`config.mk`:
```
export PLATFORM = sky130hd
export DESIGN_NAME = adaptive_step_ctrl
export DESIGN_NICKNAME = d
export VERILOG_FILES = /design/src/rtl/asc_pkg.sv /design/src/rtl/asc_edge_sync.sv /design/src/rtl/asc_photon_counter.sv /design/src/rtl/asc_step_seq.sv /design/src/rtl/asc_ref_div.sv /design/src/rtl/adaptive_step_ctrl.sv
export SDC_FILE = /design/constraint.sdc
export NUM_CORES = 1
export LEC_CHECK = 0
export BUFFER_PORTS_ARGS = -buffer_cell sky130_fd_sc_hd__buf_2
export CAP_MARGIN = 15
export CORE_ASPECT_RATIO = 0.6
export CORE_MARGIN = 3
export CORE_UTILIZATION = 40
export CTS_BUF_LIST = sky130_fd_sc_hd__clkbuf_16
export DETAILED_ROUTE_END_ITERATION = 6
export PLACE_DENSITY = 0.66
export SYNTH_ARGS = -nofsm -noshare
export SYNTH_HDL_FRONTEND = slang
export SYNTH_SLANG_ARGS = --single-unit
```
`constraint.sdc`:
```
create_clock -name clk -period 5.35 [get_ports clk]
set_clock_uncertainty 0.05 [all_clocks]
set_input_delay 0.535 -clock clk [delete_from_list [all_inputs] [get_ports clk]]
set_output_delay 0.535 -clock clk [all_outputs]
set_load 0.05 [all_outputs]
```
`src/rtl/asc_pkg.sv`:
```
// Shared definitions for the adaptive illumination step controller.
// Assumes an external 4:1 multiplexer, so levels are two bits wide.
package asc_pkg;
    localparam int LVL_W = 2;

    typedef enum logic [1:0] {
        ST_IDLE = 2'd0,  // enabled, no pixel yet: output in high impedance
        ST_RUN  = 2'd1,  // stepping through illumination levels
        ST_PARK = 2'd2   // pixel ended early or completed: lowest level
    } seq_state_t;
endpackage

```
`src/rtl/asc_edge_sync.sv`:
```
// Two-flop synchroniser with rising-edge detection for each bit.
// Assumes every input high or low phase lasts at least two clk cycles.
module asc_edge_sync #(
    parameter int WIDTH = 3
) (
    input  logic             clk,
    input  logic             rst_n,
    input  logic [WIDTH-1:0] async_i,
    output logic [WIDTH-1:0] rise_o
);
    genvar g;
    generate
        for (g = 0; g < WIDTH; g++) begin : g_bit
            logic meta_q, sync_q, last_q;

            // Resample the asynchronous bit and keep its previous value.
            always_ff @(posedge clk) begin
                if (!rst_n) begin
                    meta_q <= 1'b0;
                    sync_q <= 1'b0;
                    last_q <= 1'b0;
                end else begin
                    meta_q <= async_i[g];
                    sync_q <= meta_q;
                    last_q <= sync_q;
                end
            end

            assign rise_o[g] = sync_q & ~last_q;
        end
    endgenerate
endmodule

```
`src/rtl/asc_photon_counter.sv`:
```
// Saturating per-pixel photon counter. It adds up to one pulse from each
// of two detectors per cycle. A clear starts a new total that includes
// the pulses seen in the same cycle.
module asc_photon_counter #(
    parameter int CNT_W = 8
) (
    input  logic             clk,
    input  logic             rst_n,
    input  logic             clear_i,
    input  logic [1:0]       pulse_i,
    output logic [CNT_W-1:0] count_o
);
    logic [1:0]       inc;
    logic [CNT_W:0]   sum_ext;
    logic [CNT_W-1:0] count_q;

    assign inc     = {1'b0, pulse_i[0]} + {1'b0, pulse_i[1]};
    assign sum_ext = {1'b0, count_q} + (CNT_W+1)'(inc);

    // Accumulate pulses, restart on clear, hold at full scale.
    always_ff @(posedge clk) begin
        if (!rst_n)
            count_q <= '0;
        else if (clear_i)
            count_q <= CNT_W'(inc);
        else if (sum_ext[CNT_W])
            count_q <= '1;
        else
            count_q <= sum_ext[CNT_W-1:0];
    end

    assign count_o = count_q;
endmodule

```
`src/rtl/asc_step_seq.sv`:
```
// Per-pixel step sequencer. A start pulse enters step 0. Each step lasts
// max(dwell,1) cycles. At the end of a step the sequencer moves up one step
// if the count meets the threshold, and otherwise parks until the next start.
// The last step always parks. Assumes 2 <= NUM_STEPS <= 4.
module asc_step_seq
    import asc_pkg::*;
#(
    parameter int NUM_STEPS = 4,
    parameter int DWELL_W   = 16,
    parameter int CNT_W     = 8,
    localparam int STEP_W   = $clog2(NUM_STEPS)
) (
    input  logic                         clk,
    input  logic                         rst_n,
    input  logic                         enable_i,
    input  logic                         start_i,
    input  logic [NUM_STEPS*DWELL_W-1:0] dwell_i,
    input  logic [NUM_STEPS*CNT_W-1:0]   thr_i,
    input  logic [CNT_W-1:0]             count_i,
    output seq_state_t                   state_o,
    output logic [STEP_W-1:0]            step_o
);
    localparam logic [STEP_W-1:0] LAST_STEP = STEP_W'(NUM_STEPS - 1);

    seq_state_t          state_q;
    logic [STEP_W-1:0]   step_q;
    logic [DWELL_W-1:0]  timer_q;
    logic [DWELL_W-1:0]  dwell_sel, last_tick;
    logic [CNT_W-1:0]    thr_sel;
    logic                step_done, count_ok;

    assign dwell_sel = dwell_i[int'(step_q)*DWELL_W +: DWELL_W];
    assign thr_sel   = thr_i[int'(step_q)*CNT_W +: CNT_W];
    assign last_tick = (dwell_sel == '0) ? '0 : dwell_sel - DWELL_W'(1);
    assign step_done = (timer_q >= last_tick);
    assign count_ok  = (count_i >= thr_sel);

    // Advance the step state machine and the dwell timer.
    always_ff @(posedge clk) begin
        if (!rst_n || !enable_i) begin
            state_q <= ST_IDLE;
            step_q  <= '0;
            timer_q <= '0;
        end else if (start_i) begin
            state_q <= ST_RUN;
            step_q  <= '0;
            timer_q <= '0;
        end else if (state_q == ST_RUN) begin
            if (step_done) begin
                timer_q <= '0;
                if (step_q == LAST_STEP || !count_ok)
                    state_q <= ST_PARK;
                else
                    step_q <= step_q + STEP_W'(1);
            end else begin
                timer_q <= timer_q + DWELL_W'(1);
            end
        end
    end

    assign state_o = state_q;
    assign step_o  = step_q;
endmodule

```
`src/rtl/asc_ref_div.sv`:
```
// Divides the system clock to a square-wave reference. The output is high
// for PERIOD/2 cycles of every PERIOD cycles. Assumes PERIOD >= 2.
module asc_ref_div #(
    parameter int PERIOD = 10,
    localparam int HALF  = PERIOD / 2,
    localparam int CW    = $clog2(PERIOD)
) (
    input  logic clk,
    input  logic rst_n,
    output logic ref_o
);
    logic [CW-1:0] cnt_q;
    logic          ref_q;

    // Count through one period and register the phase comparison.
    always_ff @(posedge clk) begin
        if (!rst_n) begin
            cnt_q <= '0;
            ref_q <= 1'b0;
        end else begin
            cnt_q <= (cnt_q == CW'(PERIOD - 1)) ? '0 : cnt_q + CW'(1);
            ref_q <= (cnt_q < CW'(HALF));
        end
    end

    assign ref_o = ref_q;
endmodule

```
`src/rtl/adaptive_step_ctrl.sv`:
```
// Adaptive illumination step controller. It counts photons per pixel,
// steps the depletion power through a multiplexer and forwards the detector
// pulses. Assumes the pixel clock and detector pulses are asynchronous and
// that each high or low phase is at least two clk cycles long.
module adaptive_step_ctrl
    import asc_pkg::*;
#(
    parameter int NUM_STEPS  = 4,
    parameter int DWELL_W    = 16,
    parameter int CNT_W      = 8,
    parameter int REF_PERIOD = 10,
    localparam int STEP_W    = $clog2(NUM_STEPS)
) (
    input  logic                         clk,
    input  logic                         rst_n,
    input  logic                         enable_i,
    input  logic [LVL_W-1:0]             hold_level_i,
    input  logic                         pix_clk_i,
    input  logic                         det1_i,
    input  logic                         det2_i,
    input  logic [NUM_STEPS*DWELL_W-1:0] dwell_cfg_i,
    input  logic [NUM_STEPS*CNT_W-1:0]   thr_cfg_i,
    output logic                         det1_o,
    output logic                         det2_o,
    output logic [LVL_W-1:0]             mux_a_o,
    output logic                         mux_cs_o,
    output logic                         mux_latch_o,
    output logic                         ref_clk_o
);
    logic [2:0]        rise;
    logic              pix_rise;
    logic [CNT_W-1:0]  pix_count;
    seq_state_t        seq_state;
    logic [STEP_W-1:0] seq_step;
    logic              seq_park;

    asc_edge_sync #(.WIDTH(3)) i_sync (
        .clk     (clk),
        .rst_n   (rst_n),
        .async_i ({det2_i, det1_i, pix_clk_i}),
        .rise_o  (rise)
    );

    assign pix_rise = rise[0];

    asc_photon_counter #(.CNT_W(CNT_W)) i_count (
        .clk     (clk),
        .rst_n   (rst_n),
        .clear_i (pix_rise),
        .pulse_i (rise[2:1]),
        .count_o (pix_count)
    );

    asc_step_seq #(
        .NUM_STEPS (NUM_STEPS),
        .DWELL_W   (DWELL_W),
        .CNT_W     (CNT_W)
    ) i_seq (
        .clk      (clk),
        .rst_n    (rst_n),
        .enable_i (enable_i),
        .start_i  (pix_rise),
        .dwell_i  (dwell_cfg_i),
        .thr_i    (thr_cfg_i),
        .count_i  (pix_count),
        .state_o  (seq_state),
        .step_o   (seq_step)
    );

    asc_ref_div #(.PERIOD(REF_PERIOD)) i_ref (
        .clk   (clk),
        .rst_n (rst_n),
        .ref_o (ref_clk_o)
    );

    assign seq_park = (seq_state == ST_PARK);

    // Map the enable and sequencer state onto multiplexer select lines.
    always_comb begin
        if (!enable_i) begin
            mux_a_o  = hold_level_i;
            mux_cs_o = 1'b0;
        end else if (seq_state == ST_RUN) begin
            mux_a_o  = LVL_W'(seq_step);
            mux_cs_o = 1'b0;
        end else begin
            mux_a_o  = '0;
            mux_cs_o = (seq_state == ST_IDLE);
        end
    end

    assign det1_o      = det1_i;
    assign det2_o      = det2_i;
    assign mux_latch_o = 1'b0;
endmodule

```
# Word-level counts from Yosys, hierarchy flattened
# Cells that the tools add are included.
# totals
regBits	42
output_inout_bits	7
elab_cells	67
# op_classes
add_sub_neg	6
order_cmp	3
eq_ne	3
shifts	2
n_mux	12
n_bitwise	8
reduce_logical	16
# op_table
op	count
$shiftx A64 B7 Y16	1
$mux W16	2
$shiftx A32 B6 Y8	1
$add A16 B1 Y16 const B	1
$ge A16 B16 Y1	1
$logic_not A16 Y1	1
$sub A16 B1 Y16 const B	1
$add A8 B2 Y9	1
$reduce_and A3 Y1	3
$ge A8 B8 Y1	1
$mux W8	1
$mux W1	6
$mux W2	3
$reduce_bool A2 Y1	3
$reduce_or A2 Y1	3
$not A1 Y1	5
$add A4 B1 Y4 const B	1
$eq A4 B4 Y1 const B	1
$lt A4 B3 Y1 const B	1
$and A1 B1 Y1	3
$logic_not A1 Y1	3
$add A1 B1 Y2	1
$add A2 B1 Y2 const B	1
$eq A2 B1 Y1 const B	1
other kinds (3)	4

# Depth between registers and ports, before layout
# Gate-level depths: netlist (run 1).
# logic_depth
depth_word	8
depth_mapped	18
depth_no_buf	14

# Cells and area by module
# Synthesis (run 1) repeated with hierarchy kept, for this count alone.
# hier_totals
cells_unflattened	360
hier_area_um2	3389.5
# by_module_without_submodules
mod	n_inst	cells_each	area_per_inst_um2	seq_area_each_um2
asc_step_seq	1	254	2394.8	400.4
asc_photon_counter	1	48	427.9	160.2
asc_edge_sync	1	21	255.2	180.2
asc_ref_div	1	25	231.5	100.1
adaptive_step_ctrl	1	12	80.1	0.0

# Worst setup path before layout (run 1)
# Ideal clock, no wire load.
# synth_timing
path_type	register to register
from	reg i_seq.step_q[0] (netlist: i_seq.step_o[0])
to	reg i_seq.timer_q[0]
t_arrival_ns	3.430
slack_ns	1.743
path_stages_with_launch	18
n_path_buf	4
cell_sequence	dfxtp_1 > buf_6 > buf_12 > mux4_1 > inv_1 > ha_1 > and2_0 > buf_2 > nand4b_1 > nor3_1 > a21oi_1 > ha_1 > nand4_1 > nand3b_1 > o221ai_1 > a21o_1 > clkbuf_1 > nor2_1
# synth_via
elab_chain_len	5
elab_cells_between_ends	6
# synth_lines
element	line_no	source
start, declared	asc_step_seq.sv:26	logic [STEP_W-1:0] step_q;
start signal, assigned	asc_step_seq.sv:54	step_q <= step_q + STEP_W'(1);
$shiftx A64 B7 Y16 (*)	asc_step_seq.sv:32	assign dwell_sel = dwell_i[int'(step_q)*DWELL_W +: DWELL_W];
$sub A16 B1 Y16 or $logic_not A16 Y1 (tied branches)	asc_step_seq.sv:34	assign last_tick = (dwell_sel == '0) ? '0 : dwell_sel - DWELL_W'(1);
$mux W16 (*)	asc_step_seq.sv:34	
$ge A16 B16 Y1 (*)	asc_step_seq.sv:35	assign step_done = (timer_q >= last_tick);
$mux W16 (*)	asc_step_seq.sv:49	if (step_done) begin
end signal, assigned	asc_step_seq.sv:56	timer_q <= timer_q + DWELL_W'(1);
end, declared	asc_step_seq.sv:27	logic [DWELL_W-1:0] timer_q;
# Mark *: on every way between the ends. The rest lies on a longest branch, timed or not.
# A chain may end at the register's enable or synchronous reset.

# Worst setup path after layout (run 1)
# layout_timing
from	reg i_seq.step_q[0] (netlist: i_seq.step_o[0])
to	reg i_seq.timer_q[5]
# Same word-level chain as after synthesis.

==> impl_results.md, run 1 <==
- Post-synth EDFFs: 0
- Antenna Cells: 0
- Async SR Flop Fraction: 0
- HPWL Detailed: 6580 um
- Final Max Slew Viols: 0
- R2r setup slk: 680 ps
- Worst Setup Start Kind: flip-flop
- CTS H-tree depth: 2
- Antenna violations before repair: 0
- Worst Setup Slack, final: 681 ps
- Final min period: 4670 ps
- Die X: 125 um
- Layout cells sized above 1: 0.297
- Clock-pin slew on the worst setup and hold paths: 60 ps
- Period Utilization, post-route: 0.873
- Total GRT Usage: 0.158
- GRT busiest layer: met1
- Met1 GRT Util: 0.239
- DRC: 0
- Primary FF master, synth: dfxtp_1
- RSZ-0062 raised after global routing: false
- DRT Pass-1 Iters: 4
- Post-route ant nets: 0
- Worst-path fanout max: 16
- Setup TNS: 0 ps
- Post-DP Area: 3980 um^2
- Max Cap Violations: 0
- Clk sinks: 42
- Top cell type by total area after synthesis: dfxtp_1
- Final #Nets: 600
- Final wirelength: 7790 um
- Post-synthesis cell count: 358
- Post-route cell area: 4120 um^2
- Crit path launch: i_seq.step_o[0]$_SDFFE_PP0P_
- Root Buffer: clkbuf_16
- Ports: 111
- Met2 usage: 0.233
- Number of global-route vias before repair: 2731
- Largest cells by area after synthesis: dfxtp_1 (25%), ha_1 (13%), mux4_1 (9.3%), mux4_2 (8.0%), xor2_1 (4.1%)
- Mapped Area: 3380 um^2
- Setup Buffers After CTS: 0
- Final RePlAce weighted congestion: 0.821
- Slew headroom: 0.465
- Core area: 8040 um^2
- FF+latch count, synth: 42
- Post_cts resized: 0
- Largest net degree at the start of global routing: 21
- Vias per inst: 5.12
- CP arrival: 4760 ps
- Fmax: 214 MHz
- TritonCTS clock tree: yes
- Clk Latency, worst-skew pair: 280 ps
- Overflow left after global routing: 0
- I/O Buffers: 109
- Met3 Resource Use GR: 0.0383
- Iteration-0 DRC Markers: 130
- Seq/Total Area, Yosys: 0.249
- First-pass GRT wire length: 12800 um
- DP Cell Count: 562
- Crit path required time: 5440 ps
- Peak supply drop: 0.000140 V
- Net count after synthesis: 497
- Initial Util: 0.421
- HP Class: reg -> reg
- Final hold vios: 0
- CTS buffer count: 5
- Syn avg cell area: 9.45 um^2
- Crit path capture type: flip-flop
- Hold Path Origin: i_sync.g_bit[2].meta_q$_SDFF_PN0_
- Total number of vias: 2917
- DIE HEIGHT: 77.2 um
- Pleak: 1.87 nW
- Wire per inst: 13.7 um
- DP Worst Slack: 696 ps
- # setup viols final: 0
- Worst flop-to-flop path startpoint: i_seq.step_o[0]$_SDFFE_PP0P_
- Worst Max-Slew Pin Slew: 802 ps
- Post-synth top area share: 0.249
- Die area: 9630 um^2
- Final Instance Count excl. Fillers: 570
- Overall power: 0.733 mW
- Power density over the cells: 178 nW/um^2
- Std-Cell Rows: 25
- Status: completed
- Fin Hold WS: 383 ps
- YS warnings: 0
- Hold Buf Count CTS: 0
- Netlist cell types: 52
- P&R area growth vs syn: 21.8%
- Kind of critical path: reg -> reg
- Max clock buf depth: 2
- Fin util: 0.512
kinds of logic (layout without fill, tap and decap cells):
family                   count (synthesis)  in the layout  synth area share
AO/OA/AOI/OAI                           43             43            0.0758
XOR/XNOR                                31             31            0.0803
adder cells (fa/ha/maj)                 35             35             0.132
buffers and inverters                   36            140            0.0533
flip-flops                              42             42             0.249
multiplexers                            29             29             0.188
other                                    1              1           0.00111
AND/OR/NAND/NOR                        141            141             0.221
state kept, by name (all words and copies together) (netlist names):
name                 count
i_sync.g_bit.sync_q      3
i_sync.g_bit.meta_q      3
i_count.count_o          8
i_ref.cnt_q              4
i_seq.step_o             2
i_seq.state_o            2
i_sync.g_bit.last_q      3
i_seq.timer_q           16
i_ref.ref_o              1
layer usage:
metal | routed length (um) | share of wire | vias up
met1 | 4020 | 0.52 | 1358
met4 | 23 | 0.0030 | 0
li1 | - | - | 1484
met5 | 0 | 0 | -
met2 | 3360 | 0.43 | 73
met3 | 393 | 0.050 | 2
placed cells by master (no fill, tap or decap), types with 12 or more instances in the layout:
| master | Yosys | routed |
|---|---|---|
| ha_1 | 34 | 34 |
| mux4_2 | 12 | 12 |
| inv_1 | 19 | 20 |
| and2_1 | 12 | 12 |
| a21oi_1 | 18 | 18 |
| nor2_1 | 35 | 35 |
| xor2_1 | 16 | 16 |
| nand2_1 | 36 | 36 |
| nand3_1 | 12 | 12 |
| xnor2_1 | 15 | 15 |
| dfxtp_1 | 42 | 42 |
| buf_2 | 2 | 109 |
| mux4_1 | 12 | 12 |
final timing paths:
kind	end	depth (start not counted)
worst min-delay path	i_sync.g_bit[2].sync_q$_SDFF_PN0_	1
worst min register to register	i_sync.g_bit[2].sync_q$_SDFF_PN0_	1
worst max-delay path	i_seq.timer_q[5]$_SDFFE_PP0N_	13
worst max register to register	i_seq.timer_q[5]$_SDFFE_PP0N_	13
Yosys cell counts (2+ instances only):
master,n
nand4_1,5
xor2_1,16
nor2_1,35
and2_1,12
buf_4,3
nand2b_1,3
xnor2_1,15
mux4_1,12
ha_1,34
a21oi_1,18
buf_2,2
mux4_2,12
nor2b_1,8
nand3_1,12
clkbuf_1,7
nand3b_1,5
nand2_1,36
a21o_1,5
nor3_1,5
mux2i_1,5
and4_1,3
a31oi_1,5
nor3b_1,3
o21ai_0,8
buf_6,2
and3_1,2
dfxtp_1,42
inv_1,19
where the power goes:
group	leakage [nW]	switching, mW	internal (mW)
registers	0.341	0.00435	0.320
logic	1.45	0.0617	0.0653
clock network	0.0724	0.113	0.169
total	1.87	0.179	0.554
final cells by class:
cell class / instances / area, um^2
tap: 108 / 135
multi-input combinational: 280 / 2360
timing repair buffer: 112 / 568
inverter: 20 / 75.1
fill: 756 / 3920
clock buffer: 5 / 125
sequential: 42 / 841
clock inverter: 3 / 12.5
critical path, cell delays in order, from the launching register on:
cell and delay (ps):
dfxtp_1 830, buf_4 290, mux4_2 570, nor3_4 170
nor3b_4 370, nand3_2 320, a21bo_1 300, ha_1 170
nor2_1 80, nor3_1 190, nand3b_1 140, o221ai_1 410
a21o_1 520, nor2_1 120
Power figures use the tool's default switching activity.
==> run 2: changes to the inputs <==
Settings changed: BUFFER_PORTS_ARGS -buffer_cell sky130_fd_sc_hd__buf_2 to -buffer_cell sky130_fd_sc_hd__buf_4, CELL_PAD_IN_SITES_DETAIL_PLACEMENT set to 1, CELL_PAD_IN_SITES_GLOBAL_PLACEMENT set to 1, PLACE_DENSITY 0.66 to unset, PLACE_DENSITY_LB_ADDON set to 0.1.
==> impl_results.md, run 2 (synthesis results as in run 1) <==
- Final min period: 4580 ps (-92.9 ps)
- Number of global-route vias before repair: 3324 (+22%)
- Worst Setup Start Kind: flip-flop
- Clk sinks: 42 (unchanged)
- Commonest non-fill, non-tap cell in the layout: buf_4
- Max reg flops: 16 (unchanged)
- Sequential cell area: 841 um^2 (unchanged)
- DIE HEIGHT: 77.2 um (unchanged)
- Total GRT Usage: 0.215 (+0.0563)
- Hold Path Origin: i_sync.g_bit[0].meta_q$_SDFF_PN0_
- Total number of vias: 2998 (+2.8%)
- Max Cap Violations: 0 (unchanged)
- Crit path required time: 5450 ps (about the same)
- Clock power share: 0.422 (+0.038)
- Largest stage delay on the critical path: 910 ps (+80 ps)
- Final Max Slew Viols: 0 (unchanged)
- Ports: 111 (unchanged)
- Final #Nets: 599 (-0.17%)
- HP Class: reg -> reg
- Core area: 8040 um^2 (unchanged)
- Antenna Cells: 0 (unchanged)
- Pleak: 1.97 nW (+5.4%)
- Largest Register: i_seq.timer_q
- Layout cells sized above 1: 0.299 (+0.00281)
- DRT Pass-1 Iters: 4 (unchanged)
- Worst-path fanout max: 17 (+1)
- Power density over the cells: 188 nW/um^2 (+5.4%)
- Area of the multi-input gates: 2360 um^2 (unchanged)
- Fillers: 927 (+23%)
- Sequential share of power: 0.392 (-0.051)
- Overall power: 0.828 mW (+13%)
- Critical path depth: 14 (+1)
- Worst-path cell chain: mux4_1 -> inv_1 -> ha_1 -> and2_0 -> nand3b_1 -> xnor2_1 -> nand2_1 -> ha_1 -> nand2_1 -> o21ai_0 -> a21oi_1 -> o221ai_1 -> a21o_1 -> nor2_1
- First-pass GRT wire length: 16800 um (+31%)
- Final wirelength: 10000 um (+28%)
- Internal: 0.629 mW (+14%)
- Post-route ant nets: 0 (unchanged)
- Crit path launch: i_seq.step_o[0]$_SDFFE_PP0P_
- Fmax: 219 MHz (+2.0%)
- Final hold vios: 0 (unchanged)
- Iteration-0 DRC Markers: 76 (-42%)
- Slowest CP cell: dfxtp_1
- Sw Share: 0.241 (-0.00352)
- Worst Max-Slew Pin Slew: 899 ps (+97.4 ps)
- Psw: 0.199 mW (+11%)
- Final RePlAce weighted congestion: 0.789 (-3.9%)
- Most frequent cells in the layout: buf_4 (111), dfxtp_1 (42), nand2_1 (36)
- Root Buffer: clkbuf_16
- Std-Cell Rows: 25 (unchanged)
- Reg-to-Reg End: i_seq.timer_q[1]$_SDFFE_PP0N_
- DRC: 0 (unchanged)
- Die X: 125 um (unchanged)
- Setup Buffers After CTS: 0 (unchanged)
- Comb power frac: 0.186 (+0.013)
- CP bufs+invs: 1 (unchanged)
- Wire per inst: 17.6 um (+29%)
- Hold Buf Count CTS: 0 (unchanged)
- HPWL Detailed: 8240 um (+25%)
- Period Utilization, post-route: 0.855 (-0.0174)
- Worst flop-to-flop path startpoint: i_seq.step_o[0]$_SDFFE_PP0P_
- Hold Path Stages: 1 (unchanged)
- CTS H-tree depth: 2 (unchanged)
- Vias per inst: 5.27 (+3.0%)
- I/O Buffers: 109 (unchanged)
- Overflow left after global routing: 0 (unchanged)
- Kind of critical path: reg -> reg
- Crit path capture type: flip-flop
- Initial Util: 0.421 (unchanged)
- Post_cts resized: 0 (unchanged)
- CP arrival: 4680 ps (-80 ps)
- R2R depth: 14 (+1)
- Status: completed
- CP delay by family, top: compound AO/OA/AOI/OAI gates
- R2r setup slk: 770 ps (+90 ps)
- Slew headroom: 0.400 (-0.0650)
- RSZ-0062 raised after global routing: false
- Largest net degree at the start of global routing: 20 (-4.8%)
- Max clock buf depth: 2 (unchanged)
- Fin Hold WS: 397 ps (+13.9 ps)
- CTS buffer count: 5 (unchanged)
- Die area: 9630 um^2 (unchanged)
- Crit path to: i_seq.timer_q[1]$_SDFFE_PP0N_
- Fin util: 0.549 (+0.0369)
- # setup viols final: 0 (unchanged)
- Clock-pin slew on the worst setup and hold paths: 60 ps (about the same)
- Peak supply drop: 0.000171 V (+22%)
- Clk Latency, worst-skew pair: 280 ps (about the same)
- Setup TNS: 0 ps (unchanged)
- P&R area growth vs syn: 30.5%
- TritonCTS clock tree: yes
- Antenna violations before repair: 0 (unchanged)
run 2: cell count changes in the layout (fill, tap and decap cells not counted):
cell,before,now
clkinv_1,2,1
bufinv_16,0,1
buf_4,3,111
buf_2,109,0
inv_1,20,19
inv_6,0,1
run 2: worst min path at each step:
stage | to | slack [ps]
2_1_floorplan | i_sync.g_bit[0].sync_q$_SDFF_PN0_ | 360
3_3_place_gp | i_sync.g_bit[1].sync_q$_SDFF_PN0_ | 360
3_5_place_dp | i_sync.g_bit[0].sync_q$_SDFF_PN0_ | 390
4_1_cts | i_sync.g_bit[0].sync_q$_SDFF_PN0_ | 400
5_1_grt | i_sync.g_bit[1].meta_q$_SDFF_PN0_ | 420
6_report | i_sync.g_bit[0].sync_q$_SDFF_PN0_ | 400
run 2: power by group through the flow:
stage / registers [mW] / logic, mW / clock network, mW
2_1_floorplan: 0.332 / 0.0756 / 0
3_3_place_gp: 0.331 / 0.149 / 0
3_5_place_dp: 0.331 / 0.154 / 0
4_1_cts: 0.325 / 0.155 / 0.356
5_1_grt: 0.325 / 0.170 / 0.373
6_report: 0.325 / 0.154 / 0.349
run 2: metrics by stage:
| step | setup slack [ps] | instances | cell area, um^2 |
|---|---|---|---|
| global route | 385 | 569 | 4410 |
| finish | 774 | 569 | 4410 |
| floorplan | 1740 | 358 | 3380 |
| global placement | 965 | 561 | 4250 |
| CTS | 755 | 569 | 4410 |
| detailed placement | 807 | 561 | 4250 |
run 2: worst reg2reg max path: cells and delay by family (launching register included):
family | cells | cell delay, ps
AND/OR/NAND/NOR | 5 | 720
flip-flops | 1 | 910
buffers and inverters | 1 | 130
AO/OA/AOI/OAI | 4 | 1200
multiplexers | 1 | 760
adder cells (fa/ha/maj) | 2 | 510
XOR/XNOR | 1 | 170
run 2: layout make-up:
type,count,area share
Clock buffer,5,0.0283
Inverter,20,0.0170
Multi-Input combinational cell,280,0.535
Tap cell,108,0.0306
Sequential cell,42,0.190
Timing Repair Buffer,111,0.189
Clock inverter,3,0.00992
run 2: metal layers:
layer | vias to the layer above | part of all wire | global-route usage
li1 | 1480 | - | -
met1 | 1434 | 0.47 | 0.278
met2 | 78 | 0.46 | 0.354
met3 | 6 | 0.067 | 0.0640
met4 | 0 | 0.0094 | 0.0503
met5 | - | 0 | 0
